==> src/rtl/dwg_pkg.sv <==
package dwg_pkg;
    parameter int ADDR_W = 32;
    parameter int LEN_W  = 8;
    parameter int ID_W   = 3;
    parameter int DATA_W = 32;
    localparam int SEL_W = 2;
    localparam int END_W = ADDR_W + 1;

    typedef enum logic [SEL_W-1:0] {
        SEL_MODE  = 2'd0,
        SEL_LOWER = 2'd1,
        SEL_UPPER = 2'd2,
        SEL_CLEAR = 2'd3
    } cfg_sel_e;

    typedef struct packed {
        logic              we;
        logic [ADDR_W-1:0] addr;
        logic [LEN_W-1:0]  len;
        logic [ID_W-1:0]   id;
        logic [DATA_W-1:0] wdata;
    } xfer_t;

    typedef struct packed {
        logic              legacy;
        logic [ADDR_W-1:0] lower;
        logic [ADDR_W-1:0] upper;
    } window_t;

    // Last beat address, widened so a burst near the top cannot wrap.
    function automatic logic [END_W-1:0] burst_last(input logic [ADDR_W-1:0] a,
                                                    input logic [LEN_W-1:0] n);
        return {1'b0, a} + END_W'(n);
    endfunction

    // True when [a, a+n] intersects [lo, hi).
    function automatic logic burst_hits(input logic [ADDR_W-1:0] a,
                                        input logic [LEN_W-1:0] n,
                                        input logic [ADDR_W-1:0] lo,
                                        input logic [ADDR_W-1:0] hi);
        logic nonempty;
        logic below_top;
        logic reaches_base;
        nonempty     = lo < hi;
        below_top    = a < hi;
        reaches_base = burst_last(a, n) >= {1'b0, lo};
        return nonempty && below_top && reaches_base;
    endfunction
endpackage

==> src/rtl/guard_cfg_regs.sv <==
module guard_cfg_regs
    import dwg_pkg::*;
(
    input  logic              clk,
    input  logic              rst,
    input  logic              cfg_we,
    input  logic [SEL_W-1:0]  cfg_sel,
    input  logic [ADDR_W-1:0] cfg_wdata,
    output window_t           win,
    output logic              clr_pulse
);
    window_t win_q;
    cfg_sel_e sel;

    assign sel = cfg_sel_e'(cfg_sel);

    always_ff @(posedge clk) begin
        if (rst) begin
            win_q <= '0;
        end else if (cfg_we) begin
            unique case (sel)
                SEL_MODE:  win_q.legacy <= cfg_wdata[0];
                SEL_LOWER: win_q.lower  <= cfg_wdata;
                SEL_UPPER: win_q.upper  <= cfg_wdata;
                default:   win_q        <= win_q;
            endcase
        end
    end

    assign win       = win_q;
    assign clr_pulse = cfg_we && (sel == SEL_CLEAR) && cfg_wdata[0];
endmodule

==> src/rtl/guard_write_path.sv <==
module guard_write_path
    import dwg_pkg::*;
(
    input  logic    m_req,
    input  xfer_t   m_xfer,
    input  logic    mem_rdy,
    input  window_t win,
    output logic    mem_req,
    output xfer_t   mem_xfer,
    output logic    m_grant,
    output logic    viol_fire
);
    logic hit;
    logic refuse;

    assign hit      = burst_hits(m_xfer.addr, m_xfer.len, win.lower, win.upper);
    assign refuse   = win.legacy && m_xfer.we && hit;

    assign mem_req   = m_req && !refuse;
    assign mem_xfer  = m_xfer;
    assign m_grant   = m_req && mem_rdy;
    assign viol_fire = m_req && mem_rdy && refuse;
endmodule

==> src/rtl/guard_viol_log.sv <==
module guard_viol_log
    import dwg_pkg::*;
(
    input  logic              clk,
    input  logic              rst,
    input  logic              viol_fire,
    input  logic [ADDR_W-1:0] fire_addr,
    input  logic [ID_W-1:0]   fire_id,
    input  logic              clr_pulse,
    output logic              irq,
    output logic [ADDR_W-1:0] cap_addr,
    output logic [ID_W-1:0]   cap_id
);
    logic              pend_q;
    logic [ADDR_W-1:0] addr_q;
    logic [ID_W-1:0]   id_q;
    logic              load;

    // Capture only when nothing is pending or software clears in this cycle.
    assign load = viol_fire && (!pend_q || clr_pulse);

    always_ff @(posedge clk) begin
        if (rst) begin
            pend_q <= 1'b0;
            addr_q <= '0;
            id_q   <= '0;
        end else begin
            if (load) begin
                addr_q <= fire_addr;
                id_q   <= fire_id;
            end
            if (viol_fire)
                pend_q <= 1'b1;
            else if (clr_pulse)
                pend_q <= 1'b0;
        end
    end

    assign irq      = pend_q;
    assign cap_addr = addr_q;
    assign cap_id   = id_q;
endmodule

==> src/rtl/dma_window_guard.sv <==
module dma_window_guard
    import dwg_pkg::*;
(
    input  logic              clk,
    input  logic              rst,
    input  logic              cfg_we,
    input  logic [SEL_W-1:0]  cfg_sel,
    input  logic [ADDR_W-1:0] cfg_wdata,
    input  logic              m_req,
    input  logic              m_we,
    input  logic [ADDR_W-1:0] m_addr,
    input  logic [LEN_W-1:0]  m_len,
    input  logic [ID_W-1:0]   m_id,
    input  logic [DATA_W-1:0] m_wdata,
    output logic              m_grant,
    output logic              mem_req,
    output logic              mem_we,
    output logic [ADDR_W-1:0] mem_addr,
    output logic [LEN_W-1:0]  mem_len,
    output logic [ID_W-1:0]   mem_id,
    output logic [DATA_W-1:0] mem_wdata,
    input  logic              mem_rdy,
    output logic              viol_irq,
    output logic [ADDR_W-1:0] viol_addr,
    output logic [ID_W-1:0]   viol_id
);
    window_t win;
    logic    clr_pulse;
    logic    viol_fire;
    xfer_t   m_xfer;
    xfer_t   mem_xfer;

    assign m_xfer = '{we: m_we, addr: m_addr, len: m_len, id: m_id, wdata: m_wdata};

    guard_cfg_regs u_cfg (
        .clk       (clk),
        .rst       (rst),
        .cfg_we    (cfg_we),
        .cfg_sel   (cfg_sel),
        .cfg_wdata (cfg_wdata),
        .win       (win),
        .clr_pulse (clr_pulse)
    );

    guard_write_path u_path (
        .m_req     (m_req),
        .m_xfer    (m_xfer),
        .mem_rdy   (mem_rdy),
        .win       (win),
        .mem_req   (mem_req),
        .mem_xfer  (mem_xfer),
        .m_grant   (m_grant),
        .viol_fire (viol_fire)
    );

    guard_viol_log u_log (
        .clk       (clk),
        .rst       (rst),
        .viol_fire (viol_fire),
        .fire_addr (m_addr),
        .fire_id   (m_id),
        .clr_pulse (clr_pulse),
        .irq       (viol_irq),
        .cap_addr  (viol_addr),
        .cap_id    (viol_id)
    );

    assign mem_we    = mem_xfer.we;
    assign mem_addr  = mem_xfer.addr;
    assign mem_len   = mem_xfer.len;
    assign mem_id    = mem_xfer.id;
    assign mem_wdata = mem_xfer.wdata;
endmodule

==> config.mk <==
export PLATFORM = sky130hd
export DESIGN_NAME = dma_window_guard
export DESIGN_NICKNAME = d
export VERILOG_FILES = /design/src/rtl/dwg_pkg.sv /design/src/rtl/guard_cfg_regs.sv /design/src/rtl/guard_write_path.sv /design/src/rtl/guard_viol_log.sv /design/src/rtl/dma_window_guard.sv
export SDC_FILE = /design/constraint.sdc
export NUM_CORES = 1
export LEC_CHECK = 0
export BUFFER_PORTS_ARGS = -buffer_cell sky130_fd_sc_hd__buf_2
export CAP_MARGIN = 30
export CORE_MARGIN = 4
export CORE_UTILIZATION = 57
export DETAILED_ROUTE_END_ITERATION = 8
export GPL_TIMING_DRIVEN = 1
export PLACE_DENSITY_LB_ADDON = 0.1
export SLEW_MARGIN = 5
export SYNTH_ARGS = -nofsm -noshare
export SYNTH_HDL_FRONTEND = slang
export SYNTH_HIERARCHICAL = 1
export SYNTH_SLANG_ARGS = --single-unit
==> constraint.sdc <==
create_clock -name clk -period 8.12 [get_ports clk]
set_input_delay 0.812 -clock clk [delete_from_list [all_inputs] [get_ports clk]]
set_output_delay 0.812 -clock clk [all_outputs]
set_load 0.005 [all_outputs]
# After elaboration in Yosys (flattened, before gate mapping)
# Cells that the tools add are included.
# op_classes
muxes	2
addsub	1
n_lt_le_gt_ge	3
reduce_logical	18
eq_ne	3
# ops
op	n
$lt 32x32->1	2
$add 32x8->33	1
$ge 33x32->1	1
$logic_and 1x1->1	10
$reduce_and 2->1	3
$eq 2x2->1 const B	2
$eq 2x1->1 const B	1
$logic_not 1->1	2
$logic_not 2->1	1
$mux 1	2
$reduce_bool 2->1	1
$logic_or 1x1->1	1
# totals
wordCells	33
regBits	101
output_inout_bits	114
inputBits	115

# Longest topological paths before layout
# Gate-level depths: netlist of the first run.
# logic_depth
depth_word	6
ltp_mapped	21
ltp_nobuf	19

# Hierarchy
# Netlist of the first run, hierarchy kept.
# modules_own_cells
mod	instances	area_per_inst_um2	cells_each
guard_write_path	1	3668.5	499
guard_cfg_regs	1	2738.9	250
guard_viol_log	1	1630.3	156

# Least setup slack after synthesis of the first run
# OpenSTA, ideal clock, no wires.
# synth_timing
path_kind	in2out
startpoint	input m_len[0]
endpoint	output mem_req
arrival_ns	3.846
t_required_ns	7.308
path_stages	17
setup_slack_ns	3.462
path_cell_list	ha_1 -> inv_1 -> fa_1 -> nor2b_1 -> o31ai_1 -> a221oi_4 -> nand2_1 -> nor2_1 -> xor2_1 -> ha_1 -> a21oi_1 -> o21ai_0 -> a221oi_1 -> a211o_1 -> a31oi_1 -> o21a_1 -> a21boi_0
# synth_between
elab_chain_cells	6
# synth_lines
element	line_no	rtl
start, declared	dma_window_guard.sv:12	input logic [LEN_W-1:0] m_len,
$add 32x8->33	dwg_pkg.sv:33	return {1'b0, a} + END_W'(n);
$ge 33x32->1	dwg_pkg.sv:46	reaches_base = burst_last(a, n) >= {1'b0, lo};
$logic_and 1x1->1	dwg_pkg.sv:47	return nonempty && below_top && reaches_base;
$logic_and 1x1->1	guard_write_path.sv:17	assign refuse = win.legacy && m_xfer.we && hit;
$logic_not 1->1	guard_write_path.sv:19	assign mem_req = m_req && !refuse;
$logic_and 1x1->1	guard_write_path.sv:19	
end, declared	dma_window_guard.sv:16	output logic mem_req,
# No other way between the ends.

# Final worst setup path of the first run
# layout_timing
startpoint	input m_addr[0]
endpoint	output mem_req
# layout_between
elab_chain_cells	6
# layout_lines
element	line_no	rtl
start, declared	dma_window_guard.sv:11	input logic [ADDR_W-1:0] m_addr,
$add 32x8->33 or $lt 32x32->1 (tied branches)	dwg_pkg.sv:33, dwg_pkg.sv:45	
$ge 33x32->1 or $logic_and 1x1->1 (tied branches)	dwg_pkg.sv:46, dwg_pkg.sv:47	
$logic_and 1x1->1 *	dwg_pkg.sv:47	
$logic_and 1x1->1 *	guard_write_path.sv:17	
$logic_not 1->1 *	guard_write_path.sv:19	
$logic_and 1x1->1 *	guard_write_path.sv:19	
# Mark *: on every way between the ends. The rest lies on a longest branch, timed or not.

==> flow_summary.ini, run 1 <==
[power_and_ir_drop]
clockPowerShare_pct = 36.1
p_sw_w = 0.0003473
combinationalPowerShare_pct = 21.5
swShare_pct = 28.58
p_per_area_nw_per_um2 = 140.9
leakagePower_nw = 3.757
finalPower_w = 0.001215
p_seq_share_pct = 42.4
intPower_w = 0.0008678
peakVddDrop_uv = 147.8

[detailed_routing]
wl_per_cell_um = 15.69
vias = 6136
postRouteAntennaNets = 0
drc = 0
dr.pass1.iters = 5
via_per_inst = 5.285
dr.first_iter.drc_count = 305
drt_wl_total_um = 18220

[sta]
skew_ns = 0.007635
fmax_mhz = 179.4
fin_crit_ns = 5.573
setup-tns-final_ns = 0
finalHoldViolations = 0
fin_crit_sh_pct = 68.64
worst_pin_slew_ns = 0.9867
setup_viol = 0
rsz0062_at_grt = false
relSlewSlack_pct = 33.78
final_max_slew_viol_count = 0

[run]
cap_violations = 0

[hold_path]
hold_depth = 2
hp-class = flip-flop to flip-flop

[clock_network]
clock-root-buffer = clkbuf_16
clock-sinks = 101
clock_latency_ns = 0.35
cts_buffer_depth = 2
hold_buffers = 0
post_cts_buffers = 0
cts_max_level = 3
cts_tree = done
cts_resized = 0
clk_pin_slew_worst_paths_ns = 0.07
cts_buffers = 9

[worst_setup_path]
crit_path_start_kind = input port
path_cells = buf_2 -> ha_1 -> inv_1 -> fa_1 -> nor2b_1 -> o31ai_1 -> a221oi_4 -> nand2_1 -> nor2_1 -> xor2_1 -> ha_1 -> a21oi_1 -> o21ai_0 -> a221oi_1 -> a211o_1 -> a31oi_1 -> o21a_1 -> a21boi_0 -> buf_2
required_ns = 7.31
crit_path_max_fanout = 10
worst_ep_arrival_time_ns = 4.76
worstSetupEndpointType = primary output
cp_slowest_cell = a221oi_4
critPathKind = input port to primary output
max_stage_delay_ns = 0.55
rr_worst_depth = 12

[cells_and_area]
regArea_um2 = 2022
multi_input_comb_area_um2 = 4951
post_route_cells_drive_above_1_share_pct = 19.78
syn_to_final_growth_pct = 7.301
diodes = 0
fin_nets = 1195
fillers = 1261

[grt]
grt_util_all_layers_pct = 22.29
antenna_found_initial = 0
grt_max_degree = 124
globalRouteOverflowTotal = 0
grt_pass1_wl_um = 29010
grt_pass1_vias = 5680

[logic_synthesis]
syn_area_per_cell_um2 = 8.881
synth_area_leaders = dfxtp_1 25%, ha_1 16%, nand2b_1 13%
synth_edf_count = 0
yosysUniqueCellTypes = 57
async_flop_share_pct = 0
synth.yosys.seq_area_share_pct = 25.16
syn_inst = 905
ys_top_cells_by_count = 170 x nand2b_1, 102 x ha_1, 101 x dfxtp_1, 100 x mux2i_1, 77 x buf_4
ys_ff_latch = 101
syn_area_um2 = 8038
yosysTopAreaCell = dfxtp_1
synthFlopType = dfxtp_1
syn_nets = 1123
yosysMostFrequentCell = nand2b_1
synth_top_area_share_pct = 25.16
yosysWarnings = 6

[die]
dieArea_um2 = 16070
rows = 43
die_h_um = 126.8
coreArea_um2 = 13830
pin_count = 229
die_x_um = 126.8
start_util_pct = 58.13

[status]
status = finished clean

[placement]
place_congestion = 0.8485
dpl.hpwl_um = 14190
io_buffers = 164
[cell type report]
| type | count | share of cell area (%) |
|---|---|---|
| Multi-Input combinational cell | 628 | 57.41 |
| Timing Repair Buffer | 167 | 10.04 |
| Sequential cell | 101 | 23.44 |
| Tap cell | 180 | 2.611 |
| Clock inverter | 6 | 0.8414 |
| Inverter | 70 | 3.047 |
| Clock buffer | 9 | 2.611 |
[power by group through the flow]
stage               clock network (W)  registers, W  logic (W)
floorplan                           0      0.000524   0.000200
global placement                    0      0.000526   0.000258
CTS                          0.000451      0.000515   0.000262
finish                       0.000439      0.000515   0.000261
detailed placement                  0      0.000526   0.000260
global route                 0.000471      0.000516   0.000296
[layer usage]
metal  track usage [%]  routed length (um)  vias up
li1                  -                   -     3161
met1             33.77                9406     2763
met2             32.32                7438      180
met3             4.337                1123       32
met4             5.489                 249        0
met5                 0                   0        -
[cell usage in the layout (no fill, tap or decap), types with 9 or more instances in the layout]
master	n
nand3_1	25
ha_1	102
nand4_1	19
inv_1	70
o21ai_0	17
clkbuf_16	9
xnor2_1	25
and3_1	10
mux2i_1	100
nand2_1	30
nor2_1	18
a21oi_1	37
buf_2	163
dfxtp_1	101
nand2b_1	170
[path summary, 6_finish.rpt]
| path | startpoint | endpoint | slack [ns] |
|---|---|---|---|
| max | m_addr[0] | mem_req | 2.55 |
| min | u_log/cap_id[2] | u_log/cap_id[2] | 0.47 |
| max reg2reg | u_cfg/win[30] | u_log/cap_addr[24] | 4.59 |
| min reg2reg | u_log/cap_id[2] | u_log/cap_id[2] | 0.47 |
[sequential cells by signal (all words and copies together), names as in the netlist]
register        flops
u_cfg/win          65
u_log/irq           1
u_log/cap_id        3
u_log/cap_addr     32
[cells by family after synthesis]
group,Yosys count,synth area share [%]
compound gates,96,7.799
xor+xnor,29,3.160
fa+ha+maj,103,16.13
buf+inv,176,13.34
flops,101,25.16
mux,100,12.45
simple gates,300,21.96
[through the flow]
stage | util, % | cell area, um2 | cells | hold WS, ns | setup slack (ns)
CTS | 62.37 | 8625 | 1161 | 0.4744 | 2.599
detailed placement | 60.22 | 8327 | 1146 | 0.4600 | 2.629
global route | 62.37 | 8625 | 1161 | 0.4925 | 2.189
global placement | 60.02 | 8299 | 1145 | 0.4556 | 2.598
finish | 62.37 | 8625 | 1161 | 0.4709 | 2.547
floorplan | - | 8038 | 905 | 0.4487 | 3.462
[critical path: cells and delay by family]
family,cells,cell delay [ns]
fa+ha+maj,3,0.84
compound gates,9,2.02
buf+inv,3,0.36
xor+xnor,1,0.17
simple gates,3,0.56
(Power assumes the default switching activity.)
==> run 2: changes to the inputs <==
- CORE_UTILIZATION: 57 -> 48
- clock period: 8.12 -> 4.6 ns (I/O delays scaled with it)
==> run 2 against run 1 <==
Net effect: sequential cell count unchanged; combinational power is 82% higher; setup slack got worse by 2.2 ns; critical path depth down 1; sequential share of layout area shrank 0.52 points; wire length grew 3.7%; clock power increased by 72%; cell count increased by 4.8%; global-route usage is 2.5 points lower; cell area increased by 2.3%; sequential power grew 77%; highest routed layer unchanged.
==> flow_summary.ini, run 2 (synthesized netlist as in run 1, its figures left out) <==
[die]
die_x_um = 137.4
dieArea_um2 = 18880
pin_count = 229
rows = 47
start_util_pct = 48.64
die_h_um = 137.4
coreArea_um2 = 16520

[worst_setup_path]
rr_worst_depth = 12
regToRegEndpoint = u_log/cap_addr[5]
worst_ep_arrival_time_ns = 3.83
crit_path_max_fanout = 3
timing.rr.start = u_cfg/win[30]
crit_path_start_kind = input port
worstSetupEndpointType = primary output
required_ns = 4.14
cp_slowest_cell = a311o_1
rrSetupSlack_ns = 1.18
max_stage_delay_ns = 0.30
critPathKind = input port to primary output
path_cells = buf_2 -> ha_1 -> a21o_1 -> a21oi_1 -> nor2b_1 -> o41ai_2 -> nand2b_1 -> nor2b_1 -> xnor2_1 -> ha_1 -> and4_2 -> and2_2 -> a311o_1 -> a21oi_1 -> o211ai_2 -> o21a_1 -> a21boi_0 -> buf_2

[cells_and_area]
post_route_cells_drive_above_1_share_pct = 21.56
utilization_pct = 53.37
final_area_um2 = 8820
instances_no_fill = 1217
final_common_cell = nand2b_1
syn_to_final_growth_pct = 9.729
diodes = 0
largest_reg_flops = 65
layout_common_cells = 170 x nand2b_1, 163 x buf_2, 102 x ha_1
fin_nets = 1210

[sta]
setup_viol = 0
fin_crit_sh_pct = 93.16
fmax_mhz = 233.3
worst_pin_slew_ns = 0.9423
fin_crit_ns = 4.285
skew_ns = 0.01006
finalHoldViolations = 0
rsz0062_at_grt = true
final_max_slew_viol_count = 0
relSlewSlack_pct = 36.84

[clock_network]
clock-sinks = 101
hold_buffers = 0
cts_buffers = 9
cts_buffer_depth = 2
clock_latency_ns = 0.36
clk_pin_slew_worst_paths_ns = 0.07
cts_max_level = 3
clock-root-buffer = clkbuf_16
cts_tree = done

[power_and_ir_drop]
peakVddDrop_uv = 176.4
leakagePower_nw = 3.840
p_per_area_nw_per_um2 = 242.3

[grt]
grt_use_met3_pct = 3.141
grt_pass1_wl_um = 29570
top_usage_layer = met2
grt_pass1_vias = 5846
met1_usage_pct = 29.30
grt_max_degree = 87
globalRouteMet2Util_pct = 29.34
antenna_found_initial = 0
grt_util_all_layers_pct = 19.78
globalRouteOverflowTotal = 0

[hold_path]
hold_depth = 3
hold_start = m_id[0]
holdPathEnd = u_log/cap_id[0]
hp-class = input port to flip-flop

[detailed_routing]
wl_per_cell_um = 15.53
dr.pass1.iters = 4
drt_wl_total_um = 18900
vias = 6153
drc = 0
dr.first_iter.drc_count = 257
via_per_inst = 5.056
postRouteAntennaNets = 0

[placement]
dpl.hpwl_um = 14970
place_area_um2 = 8499
place_inst = 1200
io_buffers = 164
place_congestion = 0.8589

[run]
cap_violations = 0

[status]
status = finished clean
==> run 2: final cells by class <==
type                            count  area, um2
Fill cell                        1563       7705
Multi-Input combinational cell    628       4975
Sequential cell                   101       2022
Timing Repair Buffer              182      996.0
Tap cell                          220      275.3
Inverter                           70      262.8
Clock buffer                        9      225.2
Clock inverter                      7      63.81
==> run 2: critical path: cells and delay by family <==
kind | cells | cell delay, ns
xor+xnor | 1 | 0.14
simple gates | 5 | 0.89
buf+inv | 2 | 0.24
fa+ha+maj | 2 | 0.55
compound gates | 8 | 1.54
==> run 2: worst max-delay path by stage <==
stage | end | startpoint | slack (ns)
final | mem_req | m_len[1] | 0.31
after global routing | mem_req | m_addr[1] | -0.01
after CTS | mem_req | m_addr[0] | 0.05
after detailed placement | u_log/cap_id[1] | m_addr[1] | -0.15
after global placement | u_log/cap_addr[0] | m_addr[1] | -0.01
after floorplan | u_log/cap_addr[0] | m_len[0] | 0.49
==> run 2: where the power goes <==
group / internal (W) / switching (W) / leakage (nW)
Combinational: 0.000222 / 0.000252 / 2.89
Sequential: 0.000894 / 0.0000146 / 0.818
Clock: 0.000381 / 0.000373 / 0.137
==> run 2: layer usage <==
metal | share of wire (%) | wire [um]
met1 | 52 | 9816
met5 | 0 | 0
met2 | 41 | 7797
met3 | 4.9 | 929
met4 | 1.9 | 354
==> run 2: per-stage QoR <==
stage	total power (W)	TNS [ns]	worst slack [ns]	hold WS (ns)
6_report	0.002137	0	0.3145	0.3742
2_1_floorplan	0.001276	0	0.4924	0.4487
4_1_cts	0.002162	0	0.04973	0.3592
5_1_grt	0.002259	-0.01182	-0.01182	0.3733
3_3_place_gp	0.001400	-0.1978	-0.01377	0.4578
3_5_place_dp	0.001401	-3.841	-0.1503	0.4592
==> run 2: what timing repair did <==
| item | in CTS | in global routing |
|---|---|---|
| setup endpoints to repair | 0 | 36 |
| buffers inserted | 0 | 1 |
| endpoints found under the hold margin | 0 | 0 |
| resized for setup | 0 | 6 |
==> run 3: changes to the inputs <==
- CORE_UTILIZATION: 48 -> 54
- HOLD_SLACK_MARGIN: not set -> 0.1
- clock period: 4.6 -> 4.7 ns (I/O delays scaled with it)
==> run 3 against run 2 <==
Net effect: sequential cell count is the same; total power down 0.62%; sequential power shrank 2%; global-route usage grew 2.1 points; utilization is 6.7 points higher; highest routed layer unchanged.
==> flow_summary.ini, run 3 (synthesized netlist as in run 1, its figures left out) <==
[hold_path]
hp-class = input port to flip-flop

[detailed_routing]
drc = 0
postRouteAntennaNets = 0
via_per_inst = 5.240
dr.first_iter.drc_count = 305
wl_per_cell_um = 15.98
drt_wl_total_um = 18750
dr.pass1.iters = 4
vias = 6147

[cells_and_area]
post_route_cells_drive_above_1_share_pct = 20.53
final_common_cell = nand2b_1
largest_reg_flops = 65
final_area_um2 = 8725
fillers = 1332
layout_common_cells = 170 x nand2b_1, 163 x buf_2, 102 x ha_1
diodes = 0
syn_to_final_growth_pct = 8.546
fin_nets = 1202

[die]
die_x_um = 130
start_util_pct = 55.30
pin_count = 229
rows = 44
die_h_um = 130
dieArea_um2 = 16900
coreArea_um2 = 14530

[sta]
timing.final.ws_setup_ns = 0.2494
setup_viol = 0
setup-tns-final_ns = 0
fin_crit_sh_pct = 94.69
fmax_mhz = 224.7
finalHoldViolations = 0
skew_ns = 0.007448
worst_pin_slew_ns = 0.9359
final_max_slew_viol_count = 0
relSlewSlack_pct = 37.27
fin_crit_ns = 4.451

[grt]
grt_max_degree = 116
antenna_found_initial = 0
globalRouteOverflowTotal = 0
grt_util_all_layers_pct = 21.87
grt_pass1_wl_um = 29360
grt_pass1_vias = 5760

[power_and_ir_drop]
leakagePower_nw = 3.806
finalPower_w = 0.002124
peakVddDrop_uv = 169.2
p_per_area_nw_per_um2 = 243.4

[clock_network]
clock-root-buffer = clkbuf_16
cts_buffer_depth = 2
cts_buffers = 9
clock-sinks = 101
cts_max_level = 3
clk_pin_slew_worst_paths_ns = 0.07
clock_latency_ns = 0.35
cts_tree = done

[status]
status = finished clean

[worst_setup_path]
required_ns = 4.23
worst_ep_arrival_time_ns = 3.98
worstSetupEndpointType = primary output
path_cells = buf_2 -> ha_1 -> inv_1 -> fa_1 -> nor2b_1 -> o31ai_1 -> a221oi_4 -> buf_12 -> nand2_1 -> nor2_1 -> xor2_1 -> ha_1 -> a21oi_1 -> o21ai_0 -> a221oi_2 -> a211o_1 -> a31oi_1 -> o21a_1 -> a21boi_0 -> buf_2
crit_path_start_kind = input port
cp_slowest_cell = fa_1
crit_path_max_fanout = 8
max_stage_delay_ns = 0.40
critPathKind = input port to primary output

[placement]
place_congestion = 0.8944
dpl.hpwl_um = 14740
io_buffers = 164
pre_cts_ws_ns = -0.09570
place_area_um2 = 8389

[run]
cap_violations = 0
[run 3: cell types whose count changed in the layout (fill, tap and decap cells not counted), sizes merged]
cell / delta
buf: -8
inv: -3
bufinv: +1
clkbuf: +1
clkinvlp: +1
[run 3: per-layer routing]
layer	vias to the layer above	part of all wire, %	track usage (%)	wire length (um)
met3	29	5.9	3.316	1109
met4	0	1.3	6.785	252
met5	-	0	0	0
met1	2785	50	32.84	9420
met2	156	42	32.18	7966
li1	3177	-	-	-
[run 3: report_power, final]
part | internal (W) | switching [W]
Clock | 0.000431 | 0.000343
Sequential | 0.000875 | 0.0000142
Combinational | 0.000213 | 0.000246
Total | 0.00152 | 0.000604
[run 3: path summary, 6_finish.rpt]
path                      start            endpoint  slack, ns  cells past startpoint
max                    m_len[0]             mem_req       0.25                     20
min                     m_id[2]     u_log/cap_id[2]       0.39                      3
max reg2reg       u_cfg/win[30]  u_log/cap_addr[12]       1.35                     12
min reg2reg  u_log/cap_addr[22]  u_log/cap_addr[22]       0.47                      2
[run 3: cell type report]
type / count / area, um2 / area share [%]
clock buffer: 10 / 239.0 / 2.739
sequential: 101 / 2022 / 23.18
inverter: 70 / 262.8 / 3.012
timing repair buffer: 174 / 943.4 / 10.81
tap: 184 / 230.2 / 2.639
multi-input combinational: 628 / 4957 / 56.82
clock inverter: 6 / 70.07 / 0.8031
[run 3: metrics by stage]
step           instances  utilization [%]  hold WS (ns)
2_1_floorplan        905                -        0.4487
3_3_place_gp        1155            57.53        0.4577
3_5_place_dp        1156            57.72        0.4593
4_1_cts             1172            59.85        0.3875
5_1_grt             1173            60.03        0.3979
6_report            1173            60.03        0.3950
[run 3: timing repair]
| action | in CTS | in global routing |
|---|---|---|
| endpoints found under the setup margin | 0 | 36 |
| hold buffers | 0 | 0 |
| setup buffers | 0 | 1 |
| gates resized for setup | 0 | 1 |
| endpoints found under the hold margin | 0 | 0 |
[run 3: worst max-delay path: cells and delay by family]
kind	cells	cell delay [ns]
buffers and inverters	4	0.48
adders and majority gates	3	0.85
and+or+nand+nor	3	0.40
AOI/OAI and AO/OA	9	1.63
xor gates and xnor gates	1	0.17
